`src/rtl/skew_det_pkg.sv`:
```
package skew_det_pkg;
  typedef enum logic [1:0] {
    PH_IDLE      = 2'd0,
    PH_WAIT_LEAF = 2'd1,
    PH_WAIT_REF  = 2'd2
  } pair_ph_e;

  typedef struct packed {
    logic up;
    logic dn;
    logic lock;
  } verdict_t;
endpackage

```
`src/rtl/skew_pair_fsm.sv`:
```
module skew_pair_fsm
  import skew_det_pkg::*;
#(
  parameter int unsigned TMO_CYC = 100
) (
  input  logic clk_i,
  input  logic rst_ni,
  input  logic ref_evt_i,
  input  logic leaf_evt_i,
  output logic start_o,
  output logic run_o,
  output logic close_o,
  output logic lead_o,
  output logic zero_o,
  output logic abort_o
);
  localparam int unsigned TMR_W = $clog2(TMO_CYC + 1);
  localparam logic [TMR_W-1:0] TMR_LAST = TMR_W'(TMO_CYC);

  pair_ph_e ph_q, ph_d;
  logic [TMR_W-1:0] tmr_q;
  logic tmr_end;

  assign tmr_end = (tmr_q == TMR_LAST);

  always_comb begin
    ph_d    = ph_q;
    start_o = 1'b0;
    run_o   = 1'b0;
    close_o = 1'b0;
    lead_o  = 1'b0;
    zero_o  = 1'b0;
    abort_o = 1'b0;
    unique case (ph_q)
      PH_IDLE: begin
        if (ref_evt_i && leaf_evt_i) begin
          close_o = 1'b1;
          zero_o  = 1'b1;
        end else if (ref_evt_i) begin
          start_o = 1'b1;
          ph_d    = PH_WAIT_LEAF;
        end else if (leaf_evt_i) begin
          start_o = 1'b1;
          ph_d    = PH_WAIT_REF;
        end
      end
      PH_WAIT_LEAF: begin
        if (leaf_evt_i) begin
          close_o = 1'b1;
          ph_d    = PH_IDLE;
        end else if (tmr_end) begin
          abort_o = 1'b1;
          ph_d    = PH_IDLE;
        end else begin
          run_o = 1'b1;
        end
      end
      PH_WAIT_REF: begin
        if (ref_evt_i) begin
          close_o = 1'b1;
          lead_o  = 1'b1;
          ph_d    = PH_IDLE;
        end else if (tmr_end) begin
          abort_o = 1'b1;
          ph_d    = PH_IDLE;
        end else begin
          run_o = 1'b1;
        end
      end
      default: ph_d = PH_IDLE;
    endcase
  end

  always_ff @(posedge clk_i or negedge rst_ni) begin
    if (!rst_ni) begin
      ph_q  <= PH_IDLE;
      tmr_q <= '0;
    end else begin
      ph_q <= ph_d;
      if (start_o)    tmr_q <= TMR_W'(1);
      else if (run_o) tmr_q <= tmr_q + TMR_W'(1);
    end
  end
endmodule

```
`src/rtl/skew_offset_cnt.sv`:
```
module skew_offset_cnt #(
  parameter int unsigned CNT_W = 6
) (
  input  logic             clk_i,
  input  logic             rst_ni,
  input  logic             start_i,
  input  logic             run_i,
  output logic [CNT_W-1:0] cnt_o
);
  localparam logic [CNT_W-1:0] CNT_MAX = '1;

  logic [CNT_W-1:0] cnt_q;

  // saturate instead of wrapping
  always_ff @(posedge clk_i or negedge rst_ni) begin
    if (!rst_ni) begin
      cnt_q <= '0;
    end else if (start_i) begin
      cnt_q <= CNT_W'(1);
    end else if (run_i && (cnt_q != CNT_MAX)) begin
      cnt_q <= cnt_q + CNT_W'(1);
    end
  end

  assign cnt_o = cnt_q;
endmodule

```
`src/rtl/skew_thr_cmp.sv`:
```
module skew_thr_cmp
  import skew_det_pkg::*;
#(
  parameter int unsigned CNT_W = 6
) (
  input  logic [CNT_W-1:0] mag_i,
  input  logic             lead_i,
  input  logic [CNT_W-1:0] step_i,
  input  logic [CNT_W-1:0] thr_i,
  output verdict_t         verdict_o
);
  localparam logic [CNT_W-1:0] THR_MAX = '1;

  logic [CNT_W:0]   dflt_sum;
  logic [CNT_W-1:0] thr_eff;
  logic             outside;

  // zero threshold selects 1.5 steps
  assign dflt_sum = {1'b0, step_i} + {2'b00, step_i[CNT_W-1:1]};
  assign thr_eff  = (thr_i != '0) ? thr_i
                  : (dflt_sum[CNT_W] ? THR_MAX : dflt_sum[CNT_W-1:0]);
  assign outside  = (mag_i > thr_eff);

  always_comb begin
    verdict_o.up   = outside && !lead_i;
    verdict_o.dn   = outside && lead_i;
    verdict_o.lock = !outside;
  end
endmodule

```
`src/rtl/skew_updown_det.sv`:
```
module skew_updown_det
  import skew_det_pkg::*;
#(
  parameter int unsigned CNT_W   = 6,
  parameter int unsigned TMO_CYC = 100
) (
  input  logic             clk_i,
  input  logic             rst_ni,
  input  logic             ref_evt_i,
  input  logic             leaf_evt_i,
  input  logic [CNT_W-1:0] step_i,
  input  logic [CNT_W-1:0] thr_i,
  output logic             up_o,
  output logic             down_o,
  output logic             lock_o,
  output logic             valid_o,
  output logic [CNT_W-1:0] skew_mag_o
);
  logic start, run, close, lead, zero, abort;
  logic [CNT_W-1:0] cnt, mag;
  verdict_t verdict, verdict_q;
  logic valid_q;
  logic [CNT_W-1:0] mag_q;

  skew_pair_fsm #(.TMO_CYC(TMO_CYC)) u_fsm (
    .clk_i     (clk_i),
    .rst_ni    (rst_ni),
    .ref_evt_i (ref_evt_i),
    .leaf_evt_i(leaf_evt_i),
    .start_o   (start),
    .run_o     (run),
    .close_o   (close),
    .lead_o    (lead),
    .zero_o    (zero),
    .abort_o   (abort)
  );

  skew_offset_cnt #(.CNT_W(CNT_W)) u_cnt (
    .clk_i  (clk_i),
    .rst_ni (rst_ni),
    .start_i(start),
    .run_i  (run),
    .cnt_o  (cnt)
  );

  assign mag = zero ? '0 : cnt;

  skew_thr_cmp #(.CNT_W(CNT_W)) u_cmp (
    .mag_i    (mag),
    .lead_i   (lead),
    .step_i   (step_i),
    .thr_i    (thr_i),
    .verdict_o(verdict)
  );

  always_ff @(posedge clk_i or negedge rst_ni) begin
    if (!rst_ni) begin
      verdict_q <= '0;
      mag_q     <= '0;
      valid_q   <= 1'b0;
    end else begin
      valid_q <= close;
      if (close) begin
        verdict_q <= verdict;
        mag_q     <= mag;
      end else if (abort) begin
        verdict_q <= '0;
        mag_q     <= '0;
      end
    end
  end

  assign up_o       = verdict_q.up;
  assign down_o     = verdict_q.dn;
  assign lock_o     = verdict_q.lock;
  assign valid_o    = valid_q;
  assign skew_mag_o = mag_q;
endmodule

```
`config.mk`:
```
export PLATFORM = sky130hd
export DESIGN_NAME = skew_updown_det
export DESIGN_NICKNAME = d
export VERILOG_FILES = /design/src/rtl/skew_det_pkg.sv /design/src/rtl/skew_pair_fsm.sv /design/src/rtl/skew_offset_cnt.sv /design/src/rtl/skew_thr_cmp.sv /design/src/rtl/skew_updown_det.sv
export SDC_FILE = /design/constraint.sdc
export NUM_CORES = 1
export LEC_CHECK = 0
export BUFFER_PORTS_ARGS = -buffer_cell sky130_fd_sc_hd__buf_2
export CORE_ASPECT_RATIO = 1.1
export CORE_MARGIN = 4
export CORE_UTILIZATION = 30
export CTS_BUF_LIST = sky130_fd_sc_hd__clkbuf_4 sky130_fd_sc_hd__clkbuf_8 sky130_fd_sc_hd__clkbuf_16
export CTS_CLUSTER_SIZE = 25
export DETAILED_ROUTE_END_ITERATION = 16
export GPL_ROUTABILITY_DRIVEN = 1
export GPL_TIMING_DRIVEN = 0
export PLACE_DENSITY = 0.57
export SLEW_MARGIN = 40
export SYNTH_ARGS = -nofsm -noshare
export SYNTH_HDL_FRONTEND = slang
export SYNTH_HIERARCHICAL = 1
export SYNTH_SLANG_ARGS = --single-unit
```
`constraint.sdc`:
```
create_clock -name clk_i -period 6 [get_ports clk_i]
set_input_delay 0 -clock clk_i [delete_from_list [all_inputs] [get_ports clk_i]]
set_output_delay 0 -clock clk_i [all_outputs]
set_load 0.02 [all_outputs]
```
==> reports/summary.json, run 1 <==
{
  "sta": {
    "report.final.hold_viol_count": 0,
    "final_period_util_pct": 45.4,
    "max_slew_margin_pct": 60.6,
    "count_of_final_setup_violators": 0,
    "hold_ws_ps": 132,
    "max_slew_violations": 0,
    "setup_tns_ps": 0,
    "tightest_slew_ps": 590,
    "finClkSkew_ps": 6.01,
    "unrepaired_setup_endpoints_after_global_routing": "no",
    "maximum_clock_frequency_mhz": 367,
    "layout_min_cycle_time_ps": 2730
  },
  "clock_tree": {
    "clock_path_buffers": 2,
    "cts_root_buf": "clkbuf_8",
    "cts_tree": "built",
    "number_of_buffers_inserted_during_clock_tree_synthesis": 3,
    "tritoncts_num_sinks": 25,
    "h-tree-depth": 1,
    "cts.clk_slew.worst_paths_ps": 80,
    "worstSkewPairLatency_ps": 260
  },
  "worst_hold_path": {
    "whs_endpoint": "valid_o",
    "min-delay-start": "leaf_evt_i",
    "worst_hold_path.num_cells": 3,
    "worst_hold_path_type": "input pin to flop"
  },
  "cells_and_area": {
    "fill_cells": 641,
    "antenna-diode-count": 0,
    "finalInstanceArea_sq_mm": 0.00225,
    "final_util_pct": 35.9,
    "fin_nets": 264,
    "synthToLayoutAreaGrowth_pct": 14.4,
    "share_of_layout_cells_above_drive_strength_1_pct": 22.7,
    "fin_cells": 305
  },
  "synth": {
    "share_of_flip_flops_with_an_asynchronous_set_or_reset_after_synthesis_pct": 100,
    "synth_seq_area_share_pct": 31.8,
    "post_synthesis_cell_type_with_the_largest_combined_area": "dfrtp_1",
    "synth_enable_flop_cells": 0,
    "ys.warnings.count": 6,
    "post_synth_num_cell_types": 60,
    "synthesis.area_sq_mm": 0.00197,
    "synthesis.instances": 195,
    "netlist.area_leader.share_pct": 31.8,
    "netlist_top_cells_area": "dfrtp_1 32%, ha_1 13%, a22o_1 4.9%, inv_1 3.2%, nor2b_1 2.5%",
    "postSynthAreaPerCell_sq_um": 10.1,
    "synth.ff_latch_count": 25,
    "ys_dominant_reg_cell": "dfrtp_1",
    "nets_in_the_synthesized_netlist": 233
  },
  "grt": {
    "grt.busiest_layer": "met2",
    "grt_start_max_net_pins": 26,
    "global_route.overflow_total": 0,
    "grt_antenna_before_repair": 0,
    "gr-usage-met3_pct": 1.96,
    "grtUsageMet1_pct": 14.1,
    "global_route_wire_length_before_repair_um": 7090,
    "grt.met2_usage_pct": 18.2,
    "grtUsageTotal_pct": 10.8,
    "grt_pass1_vias": 1544
  },
  "power": {
    "leakagePower_uw": 0.00104,
    "p_per_area_mw_per_mm2": 293,
    "internal_cell_power_uw": 387,
    "power_switching_share_pct": 41.3,
    "power_frac_comb_pct": 48.5,
    "clock_power_share_pct": 15.6,
    "power_switching_uw": 272,
    "power.share.sequential_pct": 35.9,
    "worst_ir_drop_vdd_mv": 0.107
  },
  "worst_setup_path": {
    "worst-setup-path-type": "flop to flop",
    "r2r_cells": 10,
    "timing.critical_path.slowest_stage_cell": "a221oi_1",
    "cp_cell_sequence": "inv_1, ha_1, and2_1, nor2b_1, ha_1, a21o_1, a21o_1, a221oi_1, nor3b_1, a22o_1",
    "r2r_setup_slack_ps": 3270,
    "cpPeakStageDelay_ps": 450,
    "critical-path-top-delay-family": "compound AO/OA/AOI/OAI gates",
    "critical_path.max_fanout": 7,
    "critPathCaptureType": "flop",
    "worst_r2r_startpoint": "u_fsm/ph_q[0]",
    "worst_setup_path_start_kind": "flop",
    "cp_data_arrival_time_ps": 2880,
    "timing.rr.end": "up_o",
    "required_ps": 6150,
    "buffers_plus_inverters_on_the_worst_setup_path": 1
  },
  "die": {
    "row_count": 30,
    "floorplan.die_area_sq_mm": 0.00792,
    "ios": 26,
    "initial_utilization_pct": 31.4,
    "die_height_um": 93.0,
    "die_w_um": 85.2,
    "design.core.area_sq_mm": 0.00627
  },
  "routing": {
    "route.detailed.vias_per_inst": 5.02,
    "detail_route.drc_violations": 0,
    "detail_route.wl_per_cell_um": 13.2,
    "drt.antenna.violating_nets": 0,
    "drt_first_pass_iters": 4,
    "route.vias.total": 1532,
    "drtIter0Drc": 32,
    "finalWirelength_um": 4030
  },
  "flow_run": {
    "cap_violations": 0
  },
  "place": {
    "placedCellCount": 300,
    "buffer_ports.inserted": 25,
    "placed_cell_area_sq_mm": 0.00219,
    "place_hpwl_um": 3200,
    "gp_congestion": 0.775
  },
  "status": {
    "outcome": "finished clean"
  }
}
## logic make-up after synthesis
kind of cell	Yosys count	synth area share (%)
and+or+nand+nor	65	21.9
adders and majority gates	22	14.4
muxes	1	0.509
xor gates and xnor gates	6	2.67
buffers and inverters	21	4.83
DFF	25	31.8
AOI/OAI and AO/OA	55	24.0
## synth_stat cells (all sizes together) (4+ instances only)
library cell and count:
nand2 7, ha 21, nand4 6, nor2b 8
xnor2 4, o21ai 4, inv 18, a22o 11
nor3 4, nand3 8, nor2 9, a211oi 6
nand2b 7, a21oi 5, dfrtp 25
## worst reg2reg max path, cell delays in order, from the launching register on
cell      delay (ps)
dfrtp_1          440
inv_1            100
ha_1             220
and2_1           310
nor2b_1          120
ha_1             320
a21o_1           160
a21o_1           170
a221oi_1         450
nor3b_1           90
a22o_1           240
## metrics by stage
step,setup WS [ps],power (uW)
2_1_floorplan,3510,481
3_3_place_gp,3140,559
3_5_place_dp,3130,562
4_1_cts,3260,669
5_1_grt,3060,720
6_report,3270,659
## routing by layer
metal	vias up	part of all wire [%]
li1	800	-
met2	17	47
met5	-	0
met1	713	48
met3	2	3.3
met4	0	0.97
## worst max path at each step
stage / to / slack [ps] / cells after the start / startpoint
2_1_floorplan: up_o / 3510 / 13 / step_i[0]
3_3_place_gp: down_o / 3140 / 14 / step_i[1]
3_5_place_dp: up_o / 3130 / 14 / step_i[1]
4_1_cts: up_o / 3260 / 10 / u_fsm/ph_q[0]
5_1_grt: up_o / 3060 / 10 / u_fsm/ph_q[0]
6_report: up_o / 3270 / 10 / u_fsm/ph_q[0]
## power groups by stage
stage / clock (uW) / combinational, uW / sequential, uW
CTS: 108 / 324 / 237
finish: 103 / 320 / 237
global placement: 0 / 318 / 241
floorplan: 0 / 228 / 252
detailed placement: 0 / 321 / 241
global route: 115 / 361 / 244
## cell type report
type                            instances  area [sq um]  area share (%)
Multi-Input combinational cell        149          1250            55.4
Sequential cell                        25           626            27.8
Timing Repair Buffer                   26           135            6.00
Tap cell                               80           100            4.44
Inverter                               18          67.6            3.00
Clock buffer                            4          48.8            2.17
Buffer                                  3          27.5            1.22
## flip-flops by register name (all words and copies together), names as in the netlist
| signal | cells |
|---|---|
| down_o | 1 |
| u_cnt/cnt_o | 6 |
| lock_o | 1 |
| u_fsm/ph_q | 2 |
| up_o | 1 |
| skew_mag_o | 6 |
| valid_o | 1 |
| u_fsm/tmr_q | 7 |
## what timing repair did
item | in CTS | in global routing
gates resized for setup | 0 | 0
hold endpoints to repair | 25 | 0
setup buffers | 0 | 0
hold buffers | 1 | 0
## cell usage in the layout, fill, tap and decap left out, types with 6 or more instances in the layout
cell type,netlist,layout
inv_1,17,17
dfrtp_1,25,25
ha_1,21,21
buf_2,0,25
nand4_1,6,6
nand3_1,8,8
nor2_1,7,7
nor2b_1,8,8
a22o_1,11,11
nand2_1,7,7
Note: power is estimated with default switching activity, not from simulation.
==> run 2: changes to the inputs <==
clock period = 2.8 ns   (was 6 ns; I/O delays follow)
==> run 2 against run 1 <==
Effect of this change: core utilization increased by 0.12 points; total power increased by 110%; first-iteration DRC count decreased by 9.4%; critical path type unchanged; critical endpoint unchanged.
==> reports/summary.json, run 2 (synthesized netlist as in run 1, its figures left out) <==
{
  "status": {
    "outcome": "finished clean"
  },
  "cells_and_area": {
    "finalInstanceArea": {"value": 0.00226, "unit": "sq mm", "change": "+0.33%"},
    "fill_cells": {"value": 640, "change": "-0.16%"},
    "flip_flop_count_of_the_largest_register_after_layout": {"value": 7, "change": "unchanged"},
    "fin_nets": {"value": 264, "change": "unchanged"},
    "fin_cells": {"value": 305, "change": "unchanged"},
    "antenna-diode-count": {"value": 0, "change": "unchanged"},
    "share_of_layout_cells_above_drive_strength_1": {"value": 23.6, "unit": "%", "change": "+0.89 points"},
    "final_util": {"value": 36.0, "unit": "%", "change": "+0.12 points"},
    "layout.cells.most_common_list": "25 x dfrtp_1, 25 x buf_2, 21 x ha_1",
    "max_flop_register": "u_fsm/tmr_q",
    "synthToLayoutAreaGrowth_pct": 14.8
  },
  "routing": {
    "detail_route.drc_violations": {"value": 0, "change": "unchanged"},
    "route.vias.total": {"value": 1548, "change": "+1.0%"},
    "drt_first_pass_iters": {"value": 4, "change": "unchanged"},
    "drt.antenna.violating_nets": {"value": 0, "change": "unchanged"},
    "finalWirelength": {"value": 4050, "unit": "um", "change": "+0.45%"},
    "detail_route.wl_per_cell": {"value": 13.3, "unit": "um", "change": "+0.45%"},
    "route.detailed.vias_per_inst": {"value": 5.08, "change": "+1.0%"},
    "drtIter0Drc": {"value": 29, "change": "-9.4%"}
  },
  "die": {
    "die_w": {"value": 85.2, "unit": "um", "change": "unchanged"},
    "design.core.area": {"value": 0.00627, "unit": "sq mm", "change": "unchanged"},
    "die_height": {"value": 93.0, "unit": "um", "change": "unchanged"},
    "row_count": {"value": 30, "change": "unchanged"},
    "initial_utilization": {"value": 31.4, "unit": "%", "change": "unchanged"},
    "ios": {"value": 26, "change": "unchanged"},
    "floorplan.die_area": {"value": 0.00792, "unit": "sq mm", "change": "unchanged"}
  },
  "sta": {
    "tightest_slew": {"value": 592, "unit": "ps", "change": "+1.44 ps"},
    "setup_slack": {"value": 224, "unit": "ps", "change": "-3050 ps"},
    "final_period_util": {"value": 92.0, "unit": "%", "change": "+47 points"},
    "maximum_clock_frequency": {"value": 388, "unit": "MHz", "change": "+5.8%"},
    "finClkSkew": {"value": 6.31, "unit": "ps", "change": "+0.296 ps"},
    "layout_min_cycle_time": {"value": 2580, "unit": "ps", "change": "-150 ps"},
    "report.final.hold_viol_count": {"value": 0, "change": "unchanged"},
    "unrepaired_setup_endpoints_after_global_routing": "no",
    "setup_tns": {"value": 0, "unit": "ps", "change": "unchanged"},
    "max_slew_violations": {"value": 0, "change": "unchanged"},
    "count_of_final_setup_violators": {"value": 0, "change": "unchanged"},
    "max_slew_margin": {"value": 60.5, "unit": "%", "change": "-0.096 points"}
  },
  "worst_setup_path": {
    "required": {"value": 2950, "unit": "ps", "change": "-3200 ps"},
    "worst-setup-path-type": "flop to flop",
    "cp_data_arrival_time": {"value": 2730, "unit": "ps", "change": "-150 ps"},
    "critPathCaptureType": "flop",
    "timing.critical_path.slowest_stage_cell": "dfrtp_1",
    "worst_r2r_startpoint": "u_fsm/ph_q[0]",
    "critical_path.max_fanout": {"value": 7, "change": "unchanged"},
    "cp_cell_sequence": "inv_1, ha_1, and2_2, nor2b_1, ha_1, a21o_1, a21o_1, a221oi_2, nor3b_1, a22o_1",
    "cpPeakStageDelay": {"value": 430, "unit": "ps", "change": "-20 ps"},
    "critical_path.startpoint": "u_fsm/ph_q[0]",
    "worst_setup_path_start_kind": "flop"
  },
  "grt": {
    "global_route_wire_length_before_repair": {"value": 7090, "unit": "um", "change": "unchanged"},
    "grt_antenna_before_repair": {"value": 0, "change": "unchanged"},
    "grt_pass1_vias": {"value": 1544, "change": "unchanged"},
    "grt_start_max_net_pins": {"value": 26, "change": "unchanged"},
    "global_route.overflow_total": {"value": 0, "change": "unchanged"},
    "grtUsageTotal": {"value": 10.8, "unit": "%", "change": "unchanged"}
  },
  "power": {
    "worst_ir_drop_vdd": {"value": 0.229, "unit": "mV", "change": "+110%"},
    "p_per_area": {"value": 627, "unit": "mW/mm^2", "change": "+110%"},
    "leakagePower": {"value": 0.00104, "unit": "uW", "change": "+0.30%"}
  },
  "clock_tree": {
    "worstSkewPairLatency": {"value": 260, "unit": "ps", "change": "about the same"},
    "clock_path_buffers": {"value": 2, "change": "unchanged"},
    "cts_post_setup_buffers_inserted": {"value": 0, "change": "unchanged"},
    "h-tree-depth": {"value": 1, "change": "unchanged"},
    "tritoncts_num_sinks": {"value": 25, "change": "unchanged"},
    "cts_tree": "built",
    "number_of_buffers_inserted_during_clock_tree_synthesis": {"value": 3, "change": "unchanged"},
    "cts.clk_slew.worst_paths": {"value": 80, "unit": "ps", "change": "about the same"},
    "cts_root_buf": "clkbuf_8"
  },
  "place": {
    "gp_congestion": {"value": 0.775, "change": "unchanged"},
    "placed_cell_area": {"value": 0.00219, "unit": "sq mm", "change": "unchanged"},
    "place_hpwl": {"value": 3200, "unit": "um", "change": "unchanged"},
    "placedCellCount": {"value": 300, "change": "unchanged"},
    "buffer_ports.inserted": {"value": 25, "change": "unchanged"},
    "pre_cts_setup_slack": {"value": -72.4, "unit": "ps", "change": "-3200 ps"}
  },
  "worst_hold_path": {
    "min-delay-start": "leaf_evt_i",
    "worst_hold_path_type": "input pin to flop"
  },
  "flow_run": {
    "cap_violations": {"value": 0, "change": "unchanged"}
  }
}
## run 2: stage by stage
stage | hold slack, ps | power (uW)
floorplan | -296 | 1030
global route | 166 | 1550
global placement | 43.4 | 1200
finish | 130 | 1420
detailed placement | 39.6 | 1200
CTS | 130 | 1430
## run 2: where the power goes
part / internal [uW] / switching [uW]
clock: 111 / 108
sequential: 436 / 71.9
combinational: 284 / 406
total: 831 / 586
## run 2: worst max-delay path: cells and delay by family (launching register included)
family | cells | cell delay, ps
flip-flops | 1 | 430
AO/OA/AOI/OAI | 4 | 910
adder cells (fa/ha/maj) | 2 | 530
buffers and inverters | 1 | 80
AND/OR/NAND/NOR | 3 | 530
## run 2: per-layer routing
layer  vias up  part of all wire, %  track usage, %
li1        800                    -               -
met1       715                   47            14.1
met2        31                   48            18.2
met3         2                  3.8            1.96
met4         0                 0.94            3.17
met5         -                    0               0
## run 2: repair_timing
action / 4_1_cts / 5_1_grt
gates resized for setup: 0 / 2
endpoints found under the setup margin: 0 / 3
hold buffers: 1 / 0
hold endpoints to repair: 25 / 0
## run 2: path summary, 6_finish.rpt
| check | endpoint | slack (ps) | cells past startpoint |
|---|---|---|---|
| max | up_o | 220 | 10 |
| min | valid_o | 130 | 3 |
| max reg2reg | up_o | 220 | 10 |
| min reg2reg | down_o | 490 | 1 |
| max in group asynchronous | lock_o | 2140 | 2 |
| min in group asynchronous | u_cnt/cnt_o[3] | 270 | 2 |
## run 2: final cells by class
| class | count | area (sq um) | area share, % |
|---|---|---|---|
| multi-input cells | 149 | 1250 | 55.5 |
| flip-flops and latches | 25 | 626 | 27.7 |
| plain buffers | 3 | 27.5 | 1.22 |
| inverters | 18 | 67.6 | 2.99 |
| well taps | 80 | 100 | 4.43 |
| clock buffers | 4 | 48.8 | 2.16 |
| repair buffers | 26 | 135 | 5.98 |
==> run 3: changes to the inputs <==
CORE_ASPECT_RATIO = 2   (was 1.1)
==> run 3 against run 2 <==
Effect of this change: clock power grew 50%; sequential share of layout area shrank 0.66 points; clock-buffer cell count shrank 1; critical endpoint unchanged; hold slack gained 21 ps; routed wire length grew 19%; via count grew 4.3%; global-route usage grew 2.4 points; clock skew is essentially flat; critical path depth is the same; combinational power grew 3.5%; largest cell class unchanged; cell count grew 2.0%.
==> reports/summary.json, run 3 (synthesized netlist as in run 1, its figures left out) <==
{
  "status": {
    "outcome": "finished clean"
  },
  "sta": {
    "finClkSkew": {"value": 6.40, "unit": "ps", "change": "+0.0933 ps"},
    "maximum_clock_frequency": {"value": 389, "unit": "MHz", "change": "about the same"},
    "unrepaired_setup_endpoints_after_global_routing": "no",
    "final_period_util": {"value": 91.9, "unit": "%", "change": "about the same"},
    "tightest_slew": {"value": 587, "unit": "ps", "change": "-5.41 ps"},
    "report.final.hold_viol_count": {"value": 0, "change": "unchanged"},
    "max_slew_violations": {"value": 0, "change": "unchanged"},
    "max_slew_margin": {"value": 60.9, "unit": "%", "change": "+0.36 points"},
    "layout_min_cycle_time": {"value": 2570, "unit": "ps", "change": "-2.23 ps"},
    "setup_tns": {"value": 0, "unit": "ps", "change": "unchanged"},
    "count_of_final_setup_violators": {"value": 0, "change": "unchanged"},
    "hold_ws": {"value": 151, "unit": "ps", "change": "+20.8 ps"}
  },
  "worst_setup_path": {
    "cpPeakStageDelay": {"value": 430, "unit": "ps", "change": "about the same"},
    "worst_setup_path_start_kind": "flop",
    "timing.critical_path.slowest_stage_cell": "dfrtp_1",
    "critical-path-top-delay-family": "compound AO/OA/AOI/OAI gates",
    "cp_cell_sequence": "inv_1, ha_1, and2_2, nor2b_2, ha_1, a21o_1, a21o_1, a221oi_4, nor3b_1, a22o_1",
    "worst-setup-path-type": "flop to flop",
    "buffers_plus_inverters_on_the_worst_setup_path": {"value": 1, "change": "unchanged"},
    "cp_data_arrival_time": {"value": 2730, "unit": "ps", "change": "about the same"},
    "required": {"value": 2960, "unit": "ps", "change": "about the same"},
    "critPathCaptureType": "flop",
    "critical_path.max_fanout": {"value": 7, "change": "unchanged"}
  },
  "die": {
    "die_height": {"value": 123, "unit": "um", "change": "+32%"},
    "design.core.area": {"value": 0.00636, "unit": "sq mm", "change": "+1.5%"},
    "initial_utilization": {"value": 30.9, "unit": "%", "change": "-0.46 points"},
    "floorplan.die_area": {"value": 0.00800, "unit": "sq mm", "change": "+0.98%"},
    "die_w": {"value": 65.3, "unit": "um", "change": "-23%"},
    "ios": {"value": 26, "change": "unchanged"},
    "row_count": {"value": 41, "change": "+37%"}
  },
  "cells_and_area": {
    "layout.cells.most_common_list": "25 x dfrtp_1, 25 x buf_2, 21 x ha_1",
    "max_flop_register": "u_fsm/tmr_q",
    "fin_nets": {"value": 264, "change": "unchanged"},
    "share_of_layout_cells_above_drive_strength_1": {"value": 24.0, "unit": "%", "change": "+0.44 points"},
    "antenna-diode-count": {"value": 0, "change": "unchanged"},
    "flip_flop_count_of_the_largest_register_after_layout": {"value": 7, "change": "unchanged"},
    "fill_cells": {"value": 709, "change": "+11%"},
    "synthToLayoutAreaGrowth_pct": 17.6,
    "multi_input_comb_area": {"value": 0.00127, "unit": "sq mm", "change": "+1.1%"},
    "final-seq-area": {"value": 626, "unit": "sq um", "change": "unchanged"}
  },
  "grt": {
    "grt_start_max_net_pins": {"value": 26, "change": "unchanged"},
    "global_route.overflow_total": {"value": 0, "change": "unchanged"},
    "global_route_wire_length_before_repair": {"value": 8130, "unit": "um", "change": "+15%"},
    "grt_antenna_before_repair": {"value": 0, "change": "unchanged"},
    "grt_pass1_vias": {"value": 1674, "change": "+8.4%"},
    "grtUsageTotal": {"value": 13.2, "unit": "%", "change": "+2.4 points"}
  },
  "clock_tree": {
    "worstSkewPairLatency": {"value": 260, "unit": "ps", "change": "about the same"},
    "cts_root_buf": "clkbuf_16",
    "h-tree-depth": {"value": 1, "change": "unchanged"},
    "cts_post_setup_buffers_inserted": {"value": 0, "change": "unchanged"},
    "tritoncts_num_sinks": {"value": 25, "change": "unchanged"},
    "clock_path_buffers": {"value": 2, "change": "unchanged"},
    "cts_tree": "built",
    "cts.clk_slew.worst_paths": {"value": 70, "unit": "ps", "change": "about the same"},
    "number_of_buffers_inserted_during_clock_tree_synthesis": {"value": 3, "change": "unchanged"}
  },
  "power": {
    "leakagePower": {"value": 0.00106, "unit": "uW", "change": "+1.2%"},
    "worst_ir_drop_vdd": {"value": 0.253, "unit": "mV", "change": "+11%"},
    "p_per_area": {"value": 671, "unit": "mW/mm^2", "change": "+6.9%"},
    "power.total": {"value": 1550, "unit": "uW", "change": "+9.6%"}
  },
  "routing": {
    "detail_route.wl_per_cell": {"value": 15.4, "unit": "um", "change": "+16%"},
    "detail_route.drc_violations": {"value": 0, "change": "unchanged"},
    "finalWirelength": {"value": 4800, "unit": "um", "change": "+19%"},
    "drt_first_pass_iters": {"value": 4, "change": "unchanged"},
    "drtIter0Drc": {"value": 73, "change": "+150%"},
    "drt.antenna.violating_nets": {"value": 0, "change": "unchanged"},
    "route.detailed.vias_per_inst": {"value": 5.19, "change": "+2.3%"},
    "route.vias.total": {"value": 1614, "change": "+4.3%"}
  },
  "place": {
    "gp_congestion": {"value": 0.774, "change": "-0.14%"},
    "place_hpwl": {"value": 3930, "unit": "um", "change": "+23%"},
    "buffer_ports.inserted": {"value": 25, "change": "unchanged"}
  },
  "worst_hold_path": {
    "worst_hold_path_type": "input pin to flop"
  },
  "flow_run": {
    "cap_violations": {"value": 0, "change": "unchanged"}
  }
}
-- run 3: cell count changes in the layout (fill, tap and decap cells not counted), sizes merged --
cell	previous run	this run
clkbuf	5	4
clkinvlp	0	1
-- run 3: power by group --
| part | leakage (uW) | switching [uW] | internal [uW] | total [uW] |
|---|---|---|---|---|
| sequential | 0.000331 | 73.9 | 436 | 510 |
| clock | 0.0000371 | 135 | 194 | 329 |
| combinational | 0.000687 | 425 | 288 | 714 |
-- run 3: cell type report --
class                   instances  area share (%)
multi-input cells             149            54.8
flip-flops and latches         25            27.0
repair buffers                 26            5.84
well taps                      86            4.65
clock buffers                   3            3.24
inverters                      18            2.92
plain buffers                   3            1.19
clock inverters                 1           0.324
-- run 3: metal layers --
| metal | global-route usage, % | share of wire (%) | up-vias |
|---|---|---|---|
| li1 | - | - | 799 |
| met1 | 12.4 | 34 | 784 |
| met2 | 27.6 | 62 | 25 |
| met3 | 1.37 | 2.2 | 6 |
| met4 | 4.94 | 2.1 | 0 |
| met5 | 0 | 0 | - |
-- run 3: path summary, 6_finish.rpt --
kind                                from              to  slack (ps)  cells past startpoint
min                           leaf_evt_i         valid_o         150                      3
min reg2reg                skew_mag_o[1]   skew_mag_o[1]         490                      1
min in group asynchronous         rst_ni  u_fsm/tmr_q[3]         270                      2
max in group asynchronous         rst_ni   skew_mag_o[3]        2140                      2
max                        u_fsm/ph_q[0]            up_o         230                     10
max reg2reg                u_fsm/ph_q[0]            up_o         230                     10
-- run 3: repair_timing --
item / in CTS / in global routing
hold buffers: 1 / 0
pin swaps: 0 / 0
endpoints found under the hold margin: 25 / 0
gates resized for setup: 1 / 3
setup endpoints to repair: 2 / 2
-- run 3: through the flow --
stage	setup WS, ps	instances	utilization [%]	area [sq um]
floorplan	312	195	-	1970
global placement	-209	306	34.6	2200
detailed placement	-224	306	34.6	2200
CTS	81.0	311	36.2	2300
global route	31.3	311	36.4	2310
finish	226	311	36.4	2310
-- run 3: worst reg2reg max path: cells and delay by family (launching register included) --
kind,cells,cell delay [ps]
AO/OA/AOI/OAI,4,940
adder cells (fa/ha/maj),2,510
AND/OR/NAND/NOR,3,510
flip-flops,1,430
buffers and inverters,1,90
